===== src/rtl/irqArbPkg.sv =====
package irqArbPkg;
  // Widest index supported for maskable sources
  localparam int unsigned IDX_W   = 4;
  localparam int unsigned MAX_SRC = 1 << IDX_W;
  localparam int unsigned VEC_W   = 16;

  localparam logic [VEC_W-1:0] RST_VEC = 16'h0000;
  localparam logic [VEC_W-1:0] NMI_VEC = 16'h0024;

  // Strobes from arbitration control to the datapath
  typedef struct packed {
    logic             takeRst;
    logic             takeTrap;
    logic             takeNmi;
    logic             takeIrq;
    logic [IDX_W-1:0] irqIdx;
  } takeStrb_t;
endpackage


===== src/rtl/irqArbNmiEdge.sv =====
module irqArbNmiEdge (
  input  logic clk,
  input  logic rstN,
  input  logic pinN,
  output logic fall
);
  logic prevQ;

  always_ff @(posedge clk or negedge rstN) begin
    if (!rstN) prevQ <= 1'b1;
    else       prevQ <= pinN;
  end

  assign fall = prevQ & ~pinN;
endmodule


===== src/rtl/irqArbControl.sv =====
module irqArbControl
  import irqArbPkg::*;
#(
  parameter int unsigned NUM_SRC = 6
) (
  input  logic               rstPend,
  input  logic               trapPend,
  input  logic               nmiPend,
  input  logic [NUM_SRC-1:0] flags,
  input  logic               modeBit,
  output takeStrb_t          strb
);
  logic             anyIrq;
  logic [IDX_W-1:0] lowIdx;

  // Lowest pending index wins among maskable sources
  always_comb begin
    lowIdx = '0;
    for (int i = NUM_SRC - 1; i >= 0; i--) begin
      if (flags[i]) lowIdx = IDX_W'(i);
    end
  end

  assign anyIrq = |flags;

  always_comb begin
    strb          = '0;
    strb.irqIdx   = lowIdx;
    if (rstPend)                  strb.takeRst  = 1'b1;
    else if (trapPend)            strb.takeTrap = 1'b1;
    else if (nmiPend)             strb.takeNmi  = 1'b1;
    else if (anyIrq && !modeBit)  strb.takeIrq  = 1'b1;
  end
endmodule


===== src/rtl/irqArbDatapath.sv =====
module irqArbDatapath
  import irqArbPkg::*;
#(
  parameter int unsigned NUM_SRC = 6,
  parameter int unsigned TRAP_W  = 5
) (
  input  logic               clk,
  input  logic               rstN,
  input  logic               resetReq,
  input  logic [NUM_SRC-1:0] irqPins,
  input  logic [NUM_SRC-1:0] maskBits,
  input  logic               nmiFall,
  input  logic               nmiCmd,
  input  logic               trapReq,
  input  logic [TRAP_W-1:0]  trapNum,
  input  logic               flagClrWe,
  input  logic [NUM_SRC-1:0] flagClrData,
  input  logic               modeWe,
  input  logic               modeWData,
  input  takeStrb_t          strb,
  output logic               rstPendQ,
  output logic               trapPendQ,
  output logic               nmiPendQ,
  output logic [NUM_SRC-1:0] flagsQ,
  output logic               modeQ,
  output logic               ackOut,
  output logic [VEC_W-1:0]   vecOut
);
  logic [TRAP_W-1:0]  trapNumQ;
  logic [NUM_SRC-1:0] setMask;
  logic [NUM_SRC-1:0] clrMask;
  logic [NUM_SRC-1:0] takeMask;

  assign ackOut   = strb.takeRst | strb.takeTrap | strb.takeNmi | strb.takeIrq;
  assign setMask  = irqPins & maskBits;
  assign takeMask = strb.takeIrq ? (NUM_SRC'(1) << strb.irqIdx) : '0;
  assign clrMask  = (flagClrWe ? flagClrData : '0) | takeMask;

  // Pending flags: a new request wins over any clear
  always_ff @(posedge clk or negedge rstN) begin
    if (!rstN)             flagsQ <= '0;
    else if (strb.takeRst) flagsQ <= '0;
    else                   flagsQ <= (flagsQ & ~clrMask) | setMask;
  end

  always_ff @(posedge clk or negedge rstN) begin
    if (!rstN) begin
      rstPendQ  <= 1'b0;
      nmiPendQ  <= 1'b0;
      trapPendQ <= 1'b0;
      trapNumQ  <= '0;
    end else begin
      rstPendQ <= resetReq | (rstPendQ & ~strb.takeRst);
      if (strb.takeRst) begin
        nmiPendQ  <= 1'b0;
        trapPendQ <= 1'b0;
      end else begin
        nmiPendQ <= (nmiPendQ & ~strb.takeNmi) | nmiFall | nmiCmd;
        if (trapReq) begin
          trapPendQ <= 1'b1;
          trapNumQ  <= trapNum;
        end else if (strb.takeTrap) begin
          trapPendQ <= 1'b0;
        end
      end
    end
  end

  // Global disable bit: any take forces it high, over a core write
  always_ff @(posedge clk or negedge rstN) begin
    if (!rstN)       modeQ <= 1'b1;
    else if (ackOut) modeQ <= 1'b1;
    else if (modeWe) modeQ <= modeWData;
  end

  always_comb begin
    vecOut = '0;
    if (strb.takeRst)       vecOut = RST_VEC;
    else if (strb.takeTrap) vecOut = VEC_W'({trapNumQ, 1'b0});
    else if (strb.takeNmi)  vecOut = NMI_VEC;
    else if (strb.takeIrq)  vecOut = VEC_W'((32'(strb.irqIdx) + 32'd1) << 1);
  end

  generate
    for (genvar i = 0; i < NUM_SRC; i++) begin : g_flagChk

      masked_no_set_chk: assert property (@(posedge clk) disable iff (!rstN)
        (irqPins[i] && !maskBits[i] && !flagsQ[i]) |=> !flagsQ[i]);

      unmasked_set_chk: assert property (@(posedge clk) disable iff (!rstN)
        (irqPins[i] && maskBits[i] && !strb.takeRst) |=> flagsQ[i]);
    end
  endgenerate


  take_sets_mode_chk: assert property (@(posedge clk) disable iff (!rstN)
    ackOut |=> modeQ);


  irq_needs_enable_chk: assert property (@(posedge clk) disable iff (!rstN)
    strb.takeIrq |-> !modeQ);


  rst_clears_all_chk: assert property (@(posedge clk) disable iff (!rstN)
    strb.takeRst |=> (flagsQ == '0 && !nmiPendQ && !trapPendQ && modeQ));


  mode_write_chk: assert property (@(posedge clk) disable iff (!rstN)
    (modeWe && !ackOut) |=> (modeQ == $past(modeWData)));


  trap_beats_nmi_chk: assert property (@(posedge clk) disable iff (!rstN)
    (trapPendQ && !rstPendQ) |-> (strb.takeTrap && !strb.takeNmi));
endmodule


===== src/rtl/irqArbiter.sv =====
module irqArbiter
  import irqArbPkg::*;
#(
  parameter int unsigned NUM_SRC = 6,
  parameter int unsigned TRAP_W  = 5
) (
  input  logic               clk,
  input  logic               rstN,
  input  logic               resetReq,
  input  logic [NUM_SRC-1:0] irqPins,
  input  logic [NUM_SRC-1:0] maskBits,
  input  logic               nmiPinN,
  input  logic               nmiCmd,
  input  logic               trapReq,
  input  logic [TRAP_W-1:0]  trapNum,
  input  logic               flagClrWe,
  input  logic [NUM_SRC-1:0] flagClrData,
  input  logic               modeWe,
  input  logic               modeWData,
  output logic               ack,
  output logic [15:0]        vecOut,
  output logic [NUM_SRC-1:0] flagsOut,
  output logic               modeOut
);
  takeStrb_t          strb;
  logic               nmiFall;
  logic               rstPend;
  logic               trapPend;
  logic               nmiPend;
  logic [NUM_SRC-1:0] flags;
  logic               modeBit;
  logic [VEC_W-1:0]   vec;

  irqArbNmiEdge u_nmiEdge (
    .clk  (clk),
    .rstN (rstN),
    .pinN (nmiPinN),
    .fall (nmiFall)
  );

  irqArbControl #(.NUM_SRC(NUM_SRC)) u_ctrl (
    .rstPend  (rstPend),
    .trapPend (trapPend),
    .nmiPend  (nmiPend),
    .flags    (flags),
    .modeBit  (modeBit),
    .strb     (strb)
  );

  irqArbDatapath #(.NUM_SRC(NUM_SRC), .TRAP_W(TRAP_W)) u_dp (
    .clk         (clk),
    .rstN        (rstN),
    .resetReq    (resetReq),
    .irqPins     (irqPins),
    .maskBits    (maskBits),
    .nmiFall     (nmiFall),
    .nmiCmd      (nmiCmd),
    .trapReq     (trapReq),
    .trapNum     (trapNum),
    .flagClrWe   (flagClrWe),
    .flagClrData (flagClrData),
    .modeWe      (modeWe),
    .modeWData   (modeWData),
    .strb        (strb),
    .rstPendQ    (rstPend),
    .trapPendQ   (trapPend),
    .nmiPendQ    (nmiPend),
    .flagsQ      (flags),
    .modeQ       (modeBit),
    .ackOut      (ack),
    .vecOut      (vec)
  );

  assign vecOut   = vec;
  assign flagsOut = flags;
  assign modeOut  = modeBit;
endmodule


===== config.mk =====
export PLATFORM = sky130hd
export DESIGN_NAME = irqArbiter
export DESIGN_NICKNAME = d
export VERILOG_FILES = /design/src/rtl/irqArbPkg.sv /design/src/rtl/irqArbNmiEdge.sv /design/src/rtl/irqArbControl.sv /design/src/rtl/irqArbDatapath.sv /design/src/rtl/irqArbiter.sv
export SDC_FILE = /design/constraint.sdc
export NUM_CORES = 1
export LEC_CHECK = 0
export BUFFER_PORTS_ARGS = -buffer_cell sky130_fd_sc_hd__buf_4
export CORE_MARGIN = 1
export CORE_UTILIZATION = 40
export CTS_CLUSTER_SIZE = 16
export DETAILED_ROUTE_END_ITERATION = 8
export GPL_TIMING_DRIVEN = 1
export PLACE_DENSITY = 0.74
export SYNTH_ARGS = -nofsm -noshare
export SYNTH_HDL_FRONTEND = slang
export SYNTH_SLANG_ARGS = --single-unit

===== constraint.sdc =====
create_clock -name clk -period 2 [get_ports clk]
set_input_delay 0.1 -clock clk [delete_from_list [all_inputs] [get_ports clk]]
set_output_delay 0.1 -clock clk [all_outputs]
set_load 0.1 [all_outputs]

==> metrics.md <==
| Metric | Value |
|---|---|
| Status | `complete, but fails checks` |
| Failing checks | `setup timing` |
| Tot Pwr | `0.00105 W` |
| Core area | `2280 um^2` |
| DR vias | `920` |
| Total track usage | `18.9%` |
| Share of layout cells above drive strength 1 | `52.8%` |
| Max cap viols | `0` |
| Max frequency | `494 MHz` |
| Number of clock sinks | `16` |
| Data required, critical path | `1.90 ns` |
| Max IR drop VDD | `0.000499 V` |
| TritonCTS clock tree | `yes` |
| GPL Wtd Cong | `0.883` |
| Setup crit end kind | `primary output` |
| Mapped cell area | `995 um^2` |
| Syn-to-layout area delta | `56.1%` |
| Max Clock Skew | `0.00297 ns` |
| CTS Root Cell | `clkbuf_4` |
| Leak | `0.720 nW` |
| Worst Hold Class | `in -> reg` |
| Hpwl dp | `1.80 mm` |
| Tmin final | `2.03 ns` |
| Die Area | `2690 um^2` |
| 1st-iter DRT viols | `16` |
| Number of synthesized register bits | `16` |
| Worst Setup Start Kind | `flop` |
| Yosys warning count | `0` |
| Pwr/cell area | `674 nW/um^2` |
| Largest net degree at the start of global routing | `17` |
| Post-synth top cells | `14 x dfrtp_1, 14 x nand2_1, 11 x buf_4, 7 x a21oi_1` |
| Final setup vio count | `1` |
| Die W | `51.9 um` |
| Diode count | `0` |
| Final Hold Violating Endpoints | `0` |
| Total Wirelength | `2.37 mm` |
| Number of global-route vias before repair | `916` |
| Placed instance count | `175` |
| Synth cell types | `31` |
| EDFF count, synth | `0` |
| Total congestion overflow | `0` |
| Die span in y | `51.9 um` |
| Syn Area/Cell | `9.56 um^2` |
| Global-route wire length before repair | `3.80 mm` |
| IO Pins | `56` |
| Total CTS buffers | `3` |
| Relative max-transition margin | `65.5%` |
| Clock tree buffer depth | `2` |
| Worst Path Arrival | `1.93 ns` |
| Slew Limit Fails | `0` |
| Final cell count without fillers | `187` |
| Largest area contributor in the netlist | `dfrtp_1` |
| Top-area cell type share of the netlist area | `35.2%` |
| TritonRoute pass-1 iters | `4` |
| Post-route setup TNS | `-0.0251 ns` |
| Clk_lat worst skew | `0.28 ns` |
| Initial antenna violation count | `0` |
| Routed len/inst | `12.7 um` |
| Row Count | `17` |
| PnR worst setup slack | `-0.0251 ns` |
| Mapped Cells | `104` |
| Synth async-reset ratio | `100%` |
| Fin crit share | `101%` |
| Worst Path Max Fanout | `2` |
| Final net count | `197` |
| Clock slew at reported path FFs | `0.10 ns` |
| Top cells by area, synth | `dfrtp_1 35%, buf_4 8.3%, ha_1 6.3%` |
| H-tree Lvls | `1` |
| CP Class | `reg -> out` |
| Vias per cell | `4.92` |
| Initial Util | `43.7%` |
| Worst-Margin Slew | `0.516 ns` |
| Sequential area share after synthesis | `40.5%` |
| Ys flop type | `dfrtp_1` |
| Number of buffers added on ports | `44` |
| Area of the multi-input gates | `606 um^2` |
| Fillers | `184` |
| RSZ-0062 raised after global routing | `yes` |
| ANT nets after route | `0` |
| DRC violations left | `0` |
| FF+latch area | `419 um^2` |
[layout make-up]
class / instances / area share (%)
clock buffers: 4 / 2.34
well taps: 28 / 2.26
flip-flops and latches: 16 / 27.0
repair buffers: 54 / 28.7
inverters: 3 / 0.725
multi-input cells: 82 / 39.0
[layer usage]
layer	vias to the layer above	track usage (%)	share of wire, %
met5	-	0	0
met2	37	37.0	52
li1	461	-	-
met4	0	4.05	0
met1	422	21.1	42
met3	0	2.63	6.1
[final timing paths]
path | start | to | slack (ns) | cells after the start
hold / removal | trapNum[3] | u_dp.trapNumQ[3]$_DFFE_PN0P_ | 0.05 | 2
min in group asynchronous | rstN | u_dp.flagsQ[2]$_DFF_PN0_ | 0.21 | 2
hold reg to reg | u_dp.trapNumQ[3]$_DFFE_PN0P_ | u_dp.trapNumQ[3]$_DFFE_PN0P_ | 0.51 | 1
max in group asynchronous | rstN | u_nmiEdge.prevQ$_DFF_PN1_ | 1.54 | 2
setup / recovery | u_dp.flagsQ[5]$_DFF_PN0_ | vecOut[3] | -0.03 | 7
setup reg to reg | u_dp.flagsQ[0]$_DFF_PN0_ | u_dp.flagsQ[0]$_DFF_PN0_ | 0.10 | 8
[stage by stage]
stage / hold slack, ns / util [%] / instance area (um^2) / setup WS [ns]
2_1_floorplan: -0.196 / - / 1090 / -0.108
3_3_place_gp: -0.0285 / 60.9 / 1390 / 0.148
3_5_place_dp: -0.0249 / 60.9 / 1390 / 0.123
4_1_cts: 0.0394 / 67.3 / 1530 / -0.0323
5_1_grt: 0.0345 / 68.2 / 1550 / -0.119
6_report: 0.0452 / 68.2 / 1550 / -0.0251
[cell usage in the layout, fill, tap and decap left out, types with 2 or more instances in the layout]
cell           instances
buf_4                 48
nand2_1               14
conb_1                11
dfrtp_1                8
a21oi_1                6
mux2_2                 5
nor2b_1                4
dfrtp_2                4
inv_1                  3
nand3b_1               3
o22ai_1                3
ha_1                   3
clkbuf_4               3
dlygate4sd3_1          3
nor2_1                 2
o21ai_1                2
and2_1                 2
nor2_2                 2
o21ai_2                2
or4_4                  2
nor4_1                 2
o211ai_1               2
buf_12                 2
dfrtp_4                2
[power breakdown]
group	switching [W]	internal (W)	total, W
combinational	0.000305	0.000147	0.000452
clock	0.000102	0.000111	0.000212
sequential	0.0000270	0.000356	0.000383
[state kept, by name (all words and copies together), names as in the netlist]
name             cells
u_dp.trapNumQ        5
u_dp.nmiPendQ        1
u_dp.flagsQ          6
u_dp.rstPendQ        1
u_dp.trapPendQ       1
u_dp.modeQ           1
u_nmiEdge.prevQ      1
[kinds of logic (layout without fill, tap and decap cells)]
group	Yosys count	count (layout)	share of synthesized area (%)
AND/OR/NAND/NOR	37	37	20.8
multiplexers	6	6	6.67
AO/OA/AOI/OAI	23	23	15.2
flip-flops	16	16	40.5
other	1	11	0.377
buffers and inverters	16	61	10.2
adder cells (fa/ha/maj)	5	5	6.29
[timing repair]
| item | in CTS | in global routing |
|---|---|---|
| gates resized for setup | 14 | 2 |
| pin swaps | 5 | 3 |
| setup endpoints to repair | 4 | 3 |
| hold buffers | 3 | 0 |
| buffers inserted | 3 | 2 |
| hold endpoints to repair | 18 | 0 |
[worst max-delay path, cell delays in order (launching register included)]
cell     delay [ns]
dfrtp_4        0.48
nor2b_1        0.13
o21ai_1        0.18
nand2_1        0.11
ha_2           0.20
ha_4           0.22
o21ai_4        0.14
buf_12         0.19
(Power assumes the default switching activity.)
